### config.mk
export PLATFORM = sky130hd
export DESIGN_NAME = ir_wake_matcher
export DESIGN_NICKNAME = d
export VERILOG_FILES = /design/src/rtl/ir_wake_pkg.sv /design/src/rtl/ir_cell_timer.sv /design/src/rtl/ir_cell_shifter.sv /design/src/rtl/ir_pattern_bank.sv /design/src/rtl/ir_wake_matcher.sv
export SDC_FILE = /design/constraint.sdc
export NUM_CORES = 1
export LEC_CHECK = 0
export ABC_AREA = 1
export ABC_CLOCK_PERIOD_IN_PS = 2400
export BUFFER_PORTS_ARGS = -buffer_cell sky130_fd_sc_hd__buf_2
export CAP_MARGIN = 25
export CORE_ASPECT_RATIO = 1.25
export CORE_MARGIN = 2
export CORE_UTILIZATION = 50
export DETAILED_ROUTE_END_ITERATION = 7
export GPL_ROUTABILITY_DRIVEN = 0
export PLACE_DENSITY = 0.68
export SLEW_MARGIN = 20
export SYNTH_ARGS = -nofsm -noshare
export SYNTH_HDL_FRONTEND = slang
export SYNTH_SLANG_ARGS = --single-unit
### constraint.sdc
create_clock -name clk -period 2.4 [get_ports clk]
set_clock_uncertainty 0.05 [all_clocks]
set_input_delay 0.48 -clock clk [delete_from_list [all_inputs] [get_ports clk]]
set_output_delay 0.48 -clock clk [all_outputs]
set_load 0.02 [all_outputs]
### src/rtl/ir_wake_pkg.sv
package ir_wake_pkg;
  localparam logic [3:0] OFS_CTRL  = 4'h3;
  localparam logic [3:0] OFS_STAT  = 4'h4;
  localparam logic [3:0] OFS_EVEN  = 4'h5;
  localparam logic [3:0] OFS_INDEX = 4'h8;
  localparam logic [3:0] OFS_DATA  = 4'h9;
  localparam logic [3:0] OFS_CLEN  = 4'hA;
  localparam logic [3:0] OFS_CELL  = 4'hB;
  localparam logic [3:0] OFS_SPARE = 4'hC;

  typedef enum logic [1:0] {
    PROTO_BIPHASE = 2'd0,
    PROTO_PULSE   = 2'd1,
    PROTO_MCELL   = 2'd2,
    PROTO_OFF     = 2'd3
  } proto_e;
endpackage

### src/rtl/ir_cell_timer.sv
module ir_cell_timer #(
  parameter int TW = 7
) (
  input  logic          clk,
  input  logic          rst_n,
  input  logic          run,
  input  logic [TW-1:0] limit,
  output logic          tick
);
  logic [TW-1:0] div_q, div_d;

  assign tick = run && (div_q == limit);

  always_comb begin
    div_d = div_q + TW'(1);
    if (!run || tick) div_d = '0;
  end

  always_ff @(posedge clk or negedge rst_n) begin
    if (!rst_n) div_q <= '0;
    else        div_q <= div_d;
  end
endmodule

### src/rtl/ir_cell_shifter.sv
module ir_cell_shifter #(
  parameter int NBITS      = 88,
  parameter int IDLE_CELLS = 8,
  parameter int LW         = 8,
  localparam int CW = $clog2(NBITS + 1),
  localparam int IW = $clog2(IDLE_CELLS + 1),
  localparam int XW = ((CW > LW) ? CW : LW) + 1
) (
  input  logic             clk,
  input  logic             rst_n,
  input  logic             run,
  input  logic             tick,
  input  logic             lvl,
  input  logic [LW-1:0]    len,
  input  logic             len_ok,
  output logic [NBITS-1:0] hist_o,
  output logic [CW-1:0]    cnt_o,
  output logic             busy_o,
  output logic             go_o,
  output logic             end_o,
  output logic             full_o,
  output logic             short_o
);
  logic [NBITS-1:0] sh_q, sh_d;
  logic [CW-1:0]    cnt_q, cnt_d;
  logic [IW-1:0]    idle_q, idle_d;
  logic             busy_q, busy_d, hit_q, hit_d;
  logic             go_q, go_d, end_q, end_d, full_q, full_d, short_q, short_d;
  logic             at_len;

  assign at_len = len_ok && ((XW'(cnt_q) + XW'(1)) == XW'(len))
                  && (cnt_q != CW'(NBITS));

  always_comb begin
    sh_d = sh_q; cnt_d = cnt_q; idle_d = idle_q; busy_d = busy_q; hit_d = hit_q;
    go_d = 1'b0; end_d = 1'b0; full_d = 1'b0; short_d = 1'b0;
    if (!run) begin
      sh_d = '0; cnt_d = '0; idle_d = '0; busy_d = 1'b0; hit_d = 1'b0;
    end else if (tick) begin
      if (!busy_q) begin
        if (lvl) begin
          sh_d   = NBITS'(1);
          cnt_d  = CW'(1);
          idle_d = '0;
          busy_d = 1'b1;
          hit_d  = at_len;
          go_d   = at_len;
        end
      end else if (!lvl && (idle_q == IW'(IDLE_CELLS))) begin
        end_d   = 1'b1;
        short_d = !hit_q;
        sh_d = '0; cnt_d = '0; idle_d = '0; busy_d = 1'b0; hit_d = 1'b0;
      end else begin
        sh_d   = {sh_q[NBITS-2:0], lvl};
        idle_d = lvl ? '0 : idle_q + IW'(1);
        if (cnt_q != CW'(NBITS)) cnt_d = cnt_q + CW'(1);
        full_d = (cnt_q == CW'(NBITS - 1));
        if (at_len) begin
          go_d  = 1'b1;
          hit_d = 1'b1;
        end
      end
    end
  end

  always_ff @(posedge clk or negedge rst_n) begin
    if (!rst_n) begin
      sh_q <= '0; cnt_q <= '0; idle_q <= '0; busy_q <= 1'b0; hit_q <= 1'b0;
      go_q <= 1'b0; end_q <= 1'b0; full_q <= 1'b0; short_q <= 1'b0;
    end else begin
      sh_q <= sh_d; cnt_q <= cnt_d; idle_q <= idle_d; busy_q <= busy_d; hit_q <= hit_d;
      go_q <= go_d; end_q <= end_d; full_q <= full_d; short_q <= short_d;
    end
  end

  assign hist_o  = sh_q;
  assign cnt_o   = cnt_q;
  assign busy_o  = busy_q;
  assign go_o    = go_q;
  assign end_o   = end_q;
  assign full_o  = full_q;
  assign short_o = short_q;
endmodule

### src/rtl/ir_pattern_bank.sv
module ir_pattern_bank #(
  parameter int NBYTES = 11,
  parameter int DW     = 8,
  parameter int AW     = 4
) (
  input  logic                 clk,
  input  logic                 rst_n,
  input  logic                 idx_we,
  input  logic                 dat_we,
  input  logic [DW-1:0]        wdata,
  output logic [DW-1:0]        idx_o,
  output logic [DW-1:0]        dat_o,
  output logic [NBYTES*DW-1:0] cmp_o,
  output logic [NBYTES*DW-1:0] msk_o
);
  logic [1:0]    sel_q, sel_d;
  logic [AW-1:0] adr_q, adr_d;
  logic          adr_ok;
  logic [DW-1:0] cmp_q [NBYTES];
  logic [DW-1:0] msk_q [NBYTES];

  assign adr_ok = (int'(adr_q) < NBYTES);
  assign idx_o  = DW'({sel_q, adr_q});

  always_comb begin
    sel_d = sel_q;
    adr_d = adr_q;
    if (idx_we) begin
      sel_d = wdata[AW+1:AW];
      adr_d = wdata[AW-1:0];
    end else if (dat_we && adr_ok) begin
      adr_d = adr_q + AW'(1);
    end
  end

  always_ff @(posedge clk or negedge rst_n) begin
    if (!rst_n) begin
      sel_q <= '0;
      adr_q <= '0;
    end else begin
      sel_q <= sel_d;
      adr_q <= adr_d;
    end
  end

  for (genvar i = 0; i < NBYTES; i++) begin : g_byte
    logic we_cmp, we_msk;
    assign we_cmp = dat_we && (int'(adr_q) == i) && (sel_q == 2'b01);
    assign we_msk = dat_we && (int'(adr_q) == i) && (sel_q == 2'b10);
    always_ff @(posedge clk or negedge rst_n) begin
      if (!rst_n)      cmp_q[i] <= '0;
      else if (we_cmp) cmp_q[i] <= wdata;
    end
    always_ff @(posedge clk or negedge rst_n) begin
      if (!rst_n)      msk_q[i] <= '0;
      else if (we_msk) msk_q[i] <= wdata;
    end
    assign cmp_o[i*DW +: DW] = cmp_q[i];
    assign msk_o[i*DW +: DW] = msk_q[i];
  end

  always_comb begin
    dat_o = '0;
    for (int i = 0; i < NBYTES; i++) begin
      if (adr_ok && int'(adr_q) == i) begin
        if (sel_q == 2'b01) dat_o = cmp_q[i];
        if (sel_q == 2'b10) dat_o = msk_q[i];
      end
    end
  end
endmodule

### src/rtl/ir_wake_matcher.sv
module ir_wake_matcher #(
  parameter int         NBYTES        = 11,
  parameter int         DW            = 8,
  parameter int         IDLE_CELLS    = 8,
  parameter int         BIPHASE_CELLS = 14,
  parameter int         PULSE_CELLS   = 32,
  parameter logic [6:0] CELL_RESET    = 7'h4A
) (
  input  logic          clk,
  input  logic          rst_n,
  input  logic [3:0]    reg_addr,
  input  logic          reg_wr,
  input  logic [DW-1:0] reg_wdata,
  output logic [DW-1:0] reg_rdata,
  input  logic          rx_in,
  output logic          wake
);
  import ir_wake_pkg::*;
  localparam int NBITS = NBYTES * DW;
  localparam int CW    = $clog2(NBITS + 1);

  logic [DW-1:0] ctrl_q, ctrl_d, clen_q, clen_d, spare_q, spare_d;
  logic [2:0]    even_q, even_d;
  logic [6:0]    cell_q, cell_d;
  logic [4:0]    st_q, st_d, st_set, st_clr;
  logic [1:0]    sync_q;
  logic          ctrl_en, lvl, tick, len_ok;
  logic [DW-1:0] len_sel;
  proto_e        proto;
  logic [NBITS-1:0] hist, cmp_vec, msk_vec;
  logic [CW-1:0]    cell_cnt;
  logic          busy, cmp_go, end_pls, full_pls, short_pls, set_match;
  logic [DW-1:0] idx_rd, dat_rd;

  assign ctrl_en = ctrl_q[0];
  assign proto   = proto_e'(ctrl_q[5:4]);
  assign lvl     = sync_q[1] ^ ctrl_q[3];

  always_comb begin
    len_ok  = 1'b1;
    len_sel = clen_q;
    case (proto)
      PROTO_BIPHASE: len_sel = DW'(BIPHASE_CELLS);
      PROTO_PULSE:   len_sel = DW'(PULSE_CELLS);
      PROTO_MCELL:   len_sel = clen_q;
      default:       len_ok  = 1'b0;
    endcase
  end

  ir_cell_timer #(.TW(7)) u_timer (
    .clk(clk), .rst_n(rst_n), .run(ctrl_en), .limit(cell_q), .tick(tick)
  );

  ir_cell_shifter #(.NBITS(NBITS), .IDLE_CELLS(IDLE_CELLS), .LW(DW)) u_shift (
    .clk(clk), .rst_n(rst_n), .run(ctrl_en), .tick(tick), .lvl(lvl),
    .len(len_sel), .len_ok(len_ok), .hist_o(hist), .cnt_o(cell_cnt),
    .busy_o(busy), .go_o(cmp_go), .end_o(end_pls), .full_o(full_pls),
    .short_o(short_pls)
  );

  ir_pattern_bank #(.NBYTES(NBYTES), .DW(DW), .AW(4)) u_bank (
    .clk(clk), .rst_n(rst_n),
    .idx_we(reg_wr && reg_addr == OFS_INDEX),
    .dat_we(reg_wr && reg_addr == OFS_DATA),
    .wdata(reg_wdata), .idx_o(idx_rd), .dat_o(dat_rd),
    .cmp_o(cmp_vec), .msk_o(msk_vec)
  );

  assign set_match = cmp_go && ((hist ^ cmp_vec) & msk_vec) == '0;

  always_comb begin
    st_set = {short_pls && (proto == PROTO_PULSE), 1'b0, full_pls, end_pls, set_match};
    st_clr = (reg_wr && reg_addr == OFS_STAT) ? reg_wdata[4:0] : 5'd0;
    st_d   = ((st_q & ~st_clr) | st_set) & 5'b10111;
    ctrl_d = ctrl_q; even_d = even_q; clen_d = clen_q; cell_d = cell_q; spare_d = spare_q;
    if (reg_wr) begin
      case (reg_addr)
        OFS_CTRL:  ctrl_d  = reg_wdata & 8'h39;
        OFS_EVEN:  even_d  = reg_wdata[2:0];
        OFS_CLEN:  clen_d  = reg_wdata;
        OFS_CELL:  cell_d  = reg_wdata[6:0];
        OFS_SPARE: spare_d = reg_wdata;
        default: ;
      endcase
    end
  end

  always_ff @(posedge clk or negedge rst_n) begin
    if (!rst_n) begin
      ctrl_q <= '0; even_q <= '0; clen_q <= '0; cell_q <= CELL_RESET;
      spare_q <= '0; st_q <= '0; sync_q <= '0;
    end else begin
      ctrl_q <= ctrl_d; even_q <= even_d; clen_q <= clen_d; cell_q <= cell_d;
      spare_q <= spare_d; st_q <= st_d; sync_q <= {sync_q[0], rx_in};
    end
  end

  always_comb begin
    case (reg_addr)
      OFS_CTRL:  reg_rdata = ctrl_q;
      OFS_STAT:  reg_rdata = DW'(st_q);
      OFS_EVEN:  reg_rdata = DW'(even_q);
      OFS_INDEX: reg_rdata = idx_rd;
      OFS_DATA:  reg_rdata = dat_rd;
      OFS_CLEN:  reg_rdata = clen_q;
      OFS_CELL:  reg_rdata = DW'(cell_q);
      OFS_SPARE: reg_rdata = spare_q;
      default:   reg_rdata = '0;
    endcase
  end

  assign wake = ctrl_en && |(st_q[2:0] & even_q);
endmodule

[Yosys cells after proc, flatten, opt, wreduce, memory -nomap -nowiden]
Index checks and enable logic that the tools add are counted.
Word-level totals
  bits in registers: 330
  latch bits: 0
  RAM bits: 0
  memory bits (read-only): 0
  output and inout port bits: 9
  logic and storage cells: 244
  memories: 0
Operators by class
  $add $sub $neg: 5
  multipliers: 0
  div/mod/pow operators: 0
  magnitude comparators: 1
  equality and inequality tests: 31
  shift-type cells: 0
  muxes and demuxes: 86
  bitwise operators: 7
  reductions and logical operators: 73
Operators by type and width (number)
  88-bit 2-to-1 mux: 5
  8-bit 2-to-1 mux: 33
  88-bit bitwise AND: 1
  88-bit zero test: 1
  88-bit XOR: 1
  8-bit one-hot mux with 8 select lines: 1
  1-bit logical AND: 55
  4-bit == test, second input constant: 13
  7-bit 2-to-1 mux: 7
  4-bit 2-to-1 mux: 8
  1-bit 2-to-1 mux: 30
  4-bit by 3-bit == test with 1-bit output, second input constant: 4
  8-bit one-hot mux with 2 select lines: 1
  7-bit by 1-bit adder with 7-bit output, second input constant: 2
  2-bit AND reduction: 6
  9-bit by 8-bit == test with 1-bit output: 1
  4-bit by 1-bit adder with 4-bit output, second input constant: 2
  7-bit by 1-bit adder with 8-bit output, second input constant: 1
  4-bit by 2-bit == test with 1-bit output, second input constant: 2
  4-bit inequality test, second input constant: 2
  7-bit == test: 1
  7-bit == test, second input constant: 1
  7-bit inequality test, second input constant: 1
  3-bit AND reduction: 2
  other kinds (17): 22

[Depth between registers and ports, before layout]
  depth after elaboration: 35
  mapped depth: 23
  mapped depth without buffers: 22

[Hierarchy]
A second synthesis with hierarchy kept.
Unflattened totals
  cell total of the unflattened synthesis: 2277
  area, all modules: 17445.5 µm²
By module, submodules not included
  ir_pattern_bank: instances 1, cells each 1055, area an instance 8634.5 µm², seq. area each 4554.4 µm²
  ir_cell_shifter: instances 1, cells each 495, area an instance 4554.4 µm², seq. area each 2627.5 µm²
  ir_wake_matcher: instances 1, cells each 656, area an instance 3789.9 µm², seq. area each 904.6 µm²
  ir_cell_timer: instances 1, cells each 71, area an instance 466.7 µm², seq. area each 175.2 µm²

[Worst setup path after synthesis]
Ideal clock, no wire load.
  kind: reg-to-output
  from: register u_bank.adr_q[0]
  to: output port reg_rdata[3]
  arrival: 2004 ps
  required time: 1870 ps
  path slack: -134 ps
  cell stages (with the launch flop): 23
  cell sequence: dfrtp_1 -> inv_1 -> ha_1 -> nand2_1 -> nor2_1 -> nand2_1 -> nand3_1 -> nand2_1 -> nand2_1 -> nand2_1 -> nand2_1 -> nand2_1 -> nand2_1 -> nand2_1 -> nand2_1 -> nand2_1 -> nand2_1 -> nand2_1 -> nand3_1 -> nand2_1 -> nand2_1 -> nand3_1 -> nand2_1
Between the ends
  longest elaborated chain between the ends: 34
  elaborated cells between the ends (all ways): 55
  classes of those cells: order compare: 1; eq/ne: 10; mux: 32; reduce/logical: 12
Ends and longest elaborated chain
  start: declaration: RTL line ir_pattern_bank.sv:17  | logic [AW-1:0] adr_q, adr_d;
  start signal: assignment: RTL line ir_pattern_bank.sv:42  | adr_q <= adr_d;
  4-bit < comparator or 4-bit zero test (tied branches): RTL line ir_pattern_bank.sv:22, ir_pattern_bank.sv:65
  1-bit logical AND: RTL line ir_pattern_bank.sv:65  | if (adr_ok && int'(adr_q) == i) begin
  8-bit 2-to-1 mux: RTL line ir_pattern_bank.sv:65
  8-bit 2-to-1 mux: RTL line ir_pattern_bank.sv:66  | if (sel_q == 2'b01) dat_o = cmp_q[i];
  8-bit 2-to-1 mux: RTL line ir_pattern_bank.sv:67  | if (sel_q == 2'b10) dat_o = msk_q[i];
  8-bit 2-to-1 mux: RTL line ir_pattern_bank.sv:65
  8-bit 2-to-1 mux: RTL line ir_pattern_bank.sv:66
  8-bit 2-to-1 mux: RTL line ir_pattern_bank.sv:67
  [... 18 more ...]
  8-bit 2-to-1 mux: RTL line ir_pattern_bank.sv:65
  8-bit 2-to-1 mux: RTL line ir_pattern_bank.sv:66
  8-bit 2-to-1 mux: RTL line ir_pattern_bank.sv:67
  8-bit 2-to-1 mux: RTL line ir_pattern_bank.sv:65
  8-bit 2-to-1 mux: RTL line ir_pattern_bank.sv:66
  8-bit 2-to-1 mux: RTL line ir_pattern_bank.sv:67
  8-bit 2-to-1 mux *: RTL line ir_pattern_bank.sv:65
  8-bit one-hot mux with 8 select lines *: RTL line ir_wake_matcher.sv:99  | case (reg_addr)
  end: declaration: RTL line ir_wake_matcher.sv:14  | output logic [DW-1:0] reg_rdata,
Every way passes the cells marked *; elsewhere a longest branch is shown, timed or not.

[Worst setup path in the final report]
  from: register u_bank.sel_q[0]
  to: output port reg_rdata[7]
Between the ends
  longest elaborated chain between the ends: 35
  elaborated cells between the ends (all ways): 36
  classes of those cells: eq/ne: 2; mux: 34
Ends and longest elaborated chain
  start: declaration: RTL line ir_pattern_bank.sv:16  | logic [1:0] sel_q, sel_d;
  start signal: assignment: RTL line ir_pattern_bank.sv:41  | sel_q <= sel_d;
  2-bit by 1-bit == test with 1-bit output: RTL line ir_pattern_bank.sv:66
  8-bit 2-to-1 mux: RTL line ir_pattern_bank.sv:66
  8-bit 2-to-1 mux: RTL line ir_pattern_bank.sv:67
  8-bit 2-to-1 mux: RTL line ir_pattern_bank.sv:65
  8-bit 2-to-1 mux: RTL line ir_pattern_bank.sv:66
  8-bit 2-to-1 mux: RTL line ir_pattern_bank.sv:67
  8-bit 2-to-1 mux: RTL line ir_pattern_bank.sv:65
  8-bit 2-to-1 mux: RTL line ir_pattern_bank.sv:66
  [... 19 more ...]
  8-bit 2-to-1 mux: RTL line ir_pattern_bank.sv:65
  8-bit 2-to-1 mux: RTL line ir_pattern_bank.sv:66
  8-bit 2-to-1 mux: RTL line ir_pattern_bank.sv:67
  8-bit 2-to-1 mux: RTL line ir_pattern_bank.sv:65
  8-bit 2-to-1 mux: RTL line ir_pattern_bank.sv:66
  8-bit 2-to-1 mux: RTL line ir_pattern_bank.sv:67
  8-bit 2-to-1 mux *: RTL line ir_pattern_bank.sv:65
  8-bit one-hot mux with 8 select lines *: RTL line ir_wake_matcher.sv:99
Marked as above.

==> run metrics <==
outcome=finished, violations left; violated checks=negative setup slack; GRT Overall Usage=31.5%; DRT iter0 DRCs=1182; Post-Syn Area=0.0163 mm2; io pins=25; Total Wirelength=52.4 mm; clock tree sinks=330; via count=15000; Max Cap Violations=0; CP max stage cell=dfrtp_2; crit path cell chain=nor2_4 > buf_12 > nand2_1 > o21ai_1 > buf_4 > nand2_2 > nand3_2 > nand2_1 > nand2_1 > nand2_1 > nand3_2 > a21oi_2 > o21ai_2 > nand2_1 > nand3_2 > nand2_2 > nand2_1 > nand2_1 > nand2_2 > buf_6; upper clock frequency limit=0.292 GHz; CP dominant cell by count=nand2_1; initial antenna violation count=0; total CTS buffers=36; Pre-antenna DRT Iters=6; worst hold margin=0.196 ns; Slew Viols, Final=0; Worst-path clk slew=0.07 ns; CTS tree=built; kind of critical path=reg2out; setup ws final=-1.02 ns; number of nets with antenna violations after routing=0; first-pass GRT wire length=81.3 mm; worst-skew pair later-pin latency=0.54 ns; Core Area=0.0320 mm2; row count=73; initial core utilization=50.9%; area share of the largest cell type after synthesis=50.3%; number of enable flip-flop cells after synthesis=0; leakage=9.15 nW; Syn-to-layout area delta=20.7%; total of warnings raised by yosys=0; Critical Path Fanout Max=8; cell with the most instances after synthesis=nand2_1; Yosys top cell by area=dfrtp_1; Setup TNS Final=-7.83 ns; chip height=206 um; Worst Path Arrival=2.89 ns; H-tree level count=2; vias in the first global route=14600; WP buf/inv=3; critical path startpoint category=register; maximum vdd drop=0.726 mV; Setup crit end kind=primary output; die area=0.0340 mm2; Synth cell types=53; Mapped Cells=2017; Main synth FF type=dfrtp_1; Routed WL per cell=20.1 um; fin crit share=143%; Area contributors post-synth=dfrtp_1, nand2_1, o21ai_0; Power Density=809 mW/mm2; RSZ-0062 raised after global routing=yes; Ant. Diodes=0; largest net degree at the start of global routing=88; WP data required=1.87 ns; sequential area share after synthesis=50.8%; #FFs+latches synth=330; DRC Markers=0; DR vias/cell=5.77; NumNets Final=2193; worst min path class=in2reg; Max clock buf depth=3; Min Clock Period, post-route=3.42 ns; Port Buffers=24; chip width=165 um; Post-Syn Area per Cell=8.06 um2; crit-path max cell delay=0.47 ns; async set-reset flop share out of synthesis=100%; worst slew pin tran=0.758 ns; grt ovf=0; syn nets=2042; layout cell share with drive strength beyond 1=17.3%; final hold vios=0; CTS Root Buffer Type=clkbuf_16; crit-path leading delay family=simple AND/OR/NAND/NOR gates; commonest cells in the synthesized netlist=nand2_1, dfrtp_1, o21ai_0, inv_1, nand3_1; Final HPWL DP=36.3 mm; Slew headroom=48.2%; final setup vio count=8
## per-stage QoR
step	cell area [um2]	power [mW]	setup WS [ns]	cells	utilization, %
3_3_place_gp	17900	9.58	-0.580	2524	56.0
5_1_grt	19600	16.5	-1.18	2606	61.4
4_1_cts	19400	15.7	-0.974	2599	60.6
2_1_floorplan	16300	8.16	0.00692	2017	-
3_5_place_dp	17900	9.63	-0.582	2524	56.0
6_report	19600	15.9	-1.02	2606	61.4
## final timing paths
path | slack (ns) | depth (start not counted) | to | startpoint
min reg2reg | 0.31 | 0 | sync_q[1]$_DFF_PN0_ | sync_q[0]$_DFF_PN0_
min | 0.20 | 3 | u_bank.sel_q[0]$_DFFE_PN0P_ | reg_wdata[4]
max in group asynchronous | 1.05 | 3 | u_shift.hist_o[28]$_DFFE_PN0P_ | rst_n
max reg2reg | 0.07 | 9 | u_shift.hist_o[30]$_DFFE_PN0P_ | u_timer.div_q[0]$_DFF_PN0_
max | -1.02 | 20 | reg_rdata[7] | u_bank.sel_q[0]$_DFFE_PN0P_
min in group asynchronous | 0.45 | 2 | u_timer.div_q[1]$_DFF_PN0_ | rst_n
## kinds of logic after synthesis
family	after synthesis	share of synthesized area, %
AOI/OAI and AO/OA	522	17.9
xor gates and xnor gates	25	1.35
adders and majority gates	9	0.692
buffers and inverters	314	7.95
DFF	330	50.8
muxes	1	0.0692
and+or+nand+nor	816	21.2
## registers in the layout (all words and copies together), names as in the netlist, 2 cells and up
name            count
u_bank.cmp_o       88
u_bank.msk_o       88
u_shift.hist_o     88
clen_q              8
spare_q             8
cell_q              7
u_shift.cnt_o       7
u_timer.div_q       7
ctrl_q              4
st_q                4
u_bank.adr_q        4
u_shift.idle_q      4
even_q              3
sync_q              2
u_bank.sel_q        2
## cells in the final DEF, fill, tap and decap left out, types with 12 or more instances in the layout
cell / synthesis / routed
nand2_1: 578 / 543
dfrtp_1: 327 / 325
nand3_2: 11 / 27
nor3_1: 14 / 13
o22ai_1: 93 / 93
buf_2: 18 / 15
o21ai_1: 10 / 18
inv_1: 215 / 207
buf_4: 12 / 163
nand3_1: 115 / 98
clkbuf_16: 0 / 38
buf_6: 6 / 12
xor2_1: 21 / 21
nor2_1: 56 / 51
o21ai_0: 295 / 285
a21oi_1: 69 / 64
nand2_2: 0 / 32
## cell type report
type | count | area (um2)
clock inverters | 16 | 199
clock buffers | 48 | 1040
multi-input cells | 1374 | 7040
repair buffers | 206 | 1730
fillers | 2834 | 12300
flip-flops and latches | 330 | 8260
inverters | 220 | 836
well taps | 412 | 515
## power by group
part	internal [mW]	switching (mW)	total [mW]
combinational	1.49	2.37	3.86
clock	3.48	2.34	5.82
sequential	5.89	0.306	6.20
## layer usage
| layer | vias to the layer above | part of all wire [%] | global-route usage (%) |
|---|---|---|---|
| met5 | - | 0 | 0 |
| met4 | 0 | 5.9 | 16.9 |
| met3 | 161 | 6.4 | 4.52 |
| met2 | 651 | 49 | 52.8 |
| met1 | 7202 | 39 | 39.2 |
| li1 | 7028 | - | - |
## worst reg2reg max path, delay by kind of cell (launching register included)
family                 cells  cell delay [ns]
buffers and inverters      2             0.54
flip-flops                 1             0.41
AO/OA/AOI/OAI              2             0.34
AND/OR/NAND/NOR            5             0.84
## timing repair
action / in CTS / in global routing
pin swaps: 18 / 35
buffers inserted: 8 / 6
gates resized for setup: 50 / 55
endpoints found under the hold margin: 56 / 0
hold buffers: 2 / 0
cloned: 1 / 1
endpoints found under the setup margin: 8 / 104
Note: power is estimated with default switching activity, not from simulation.
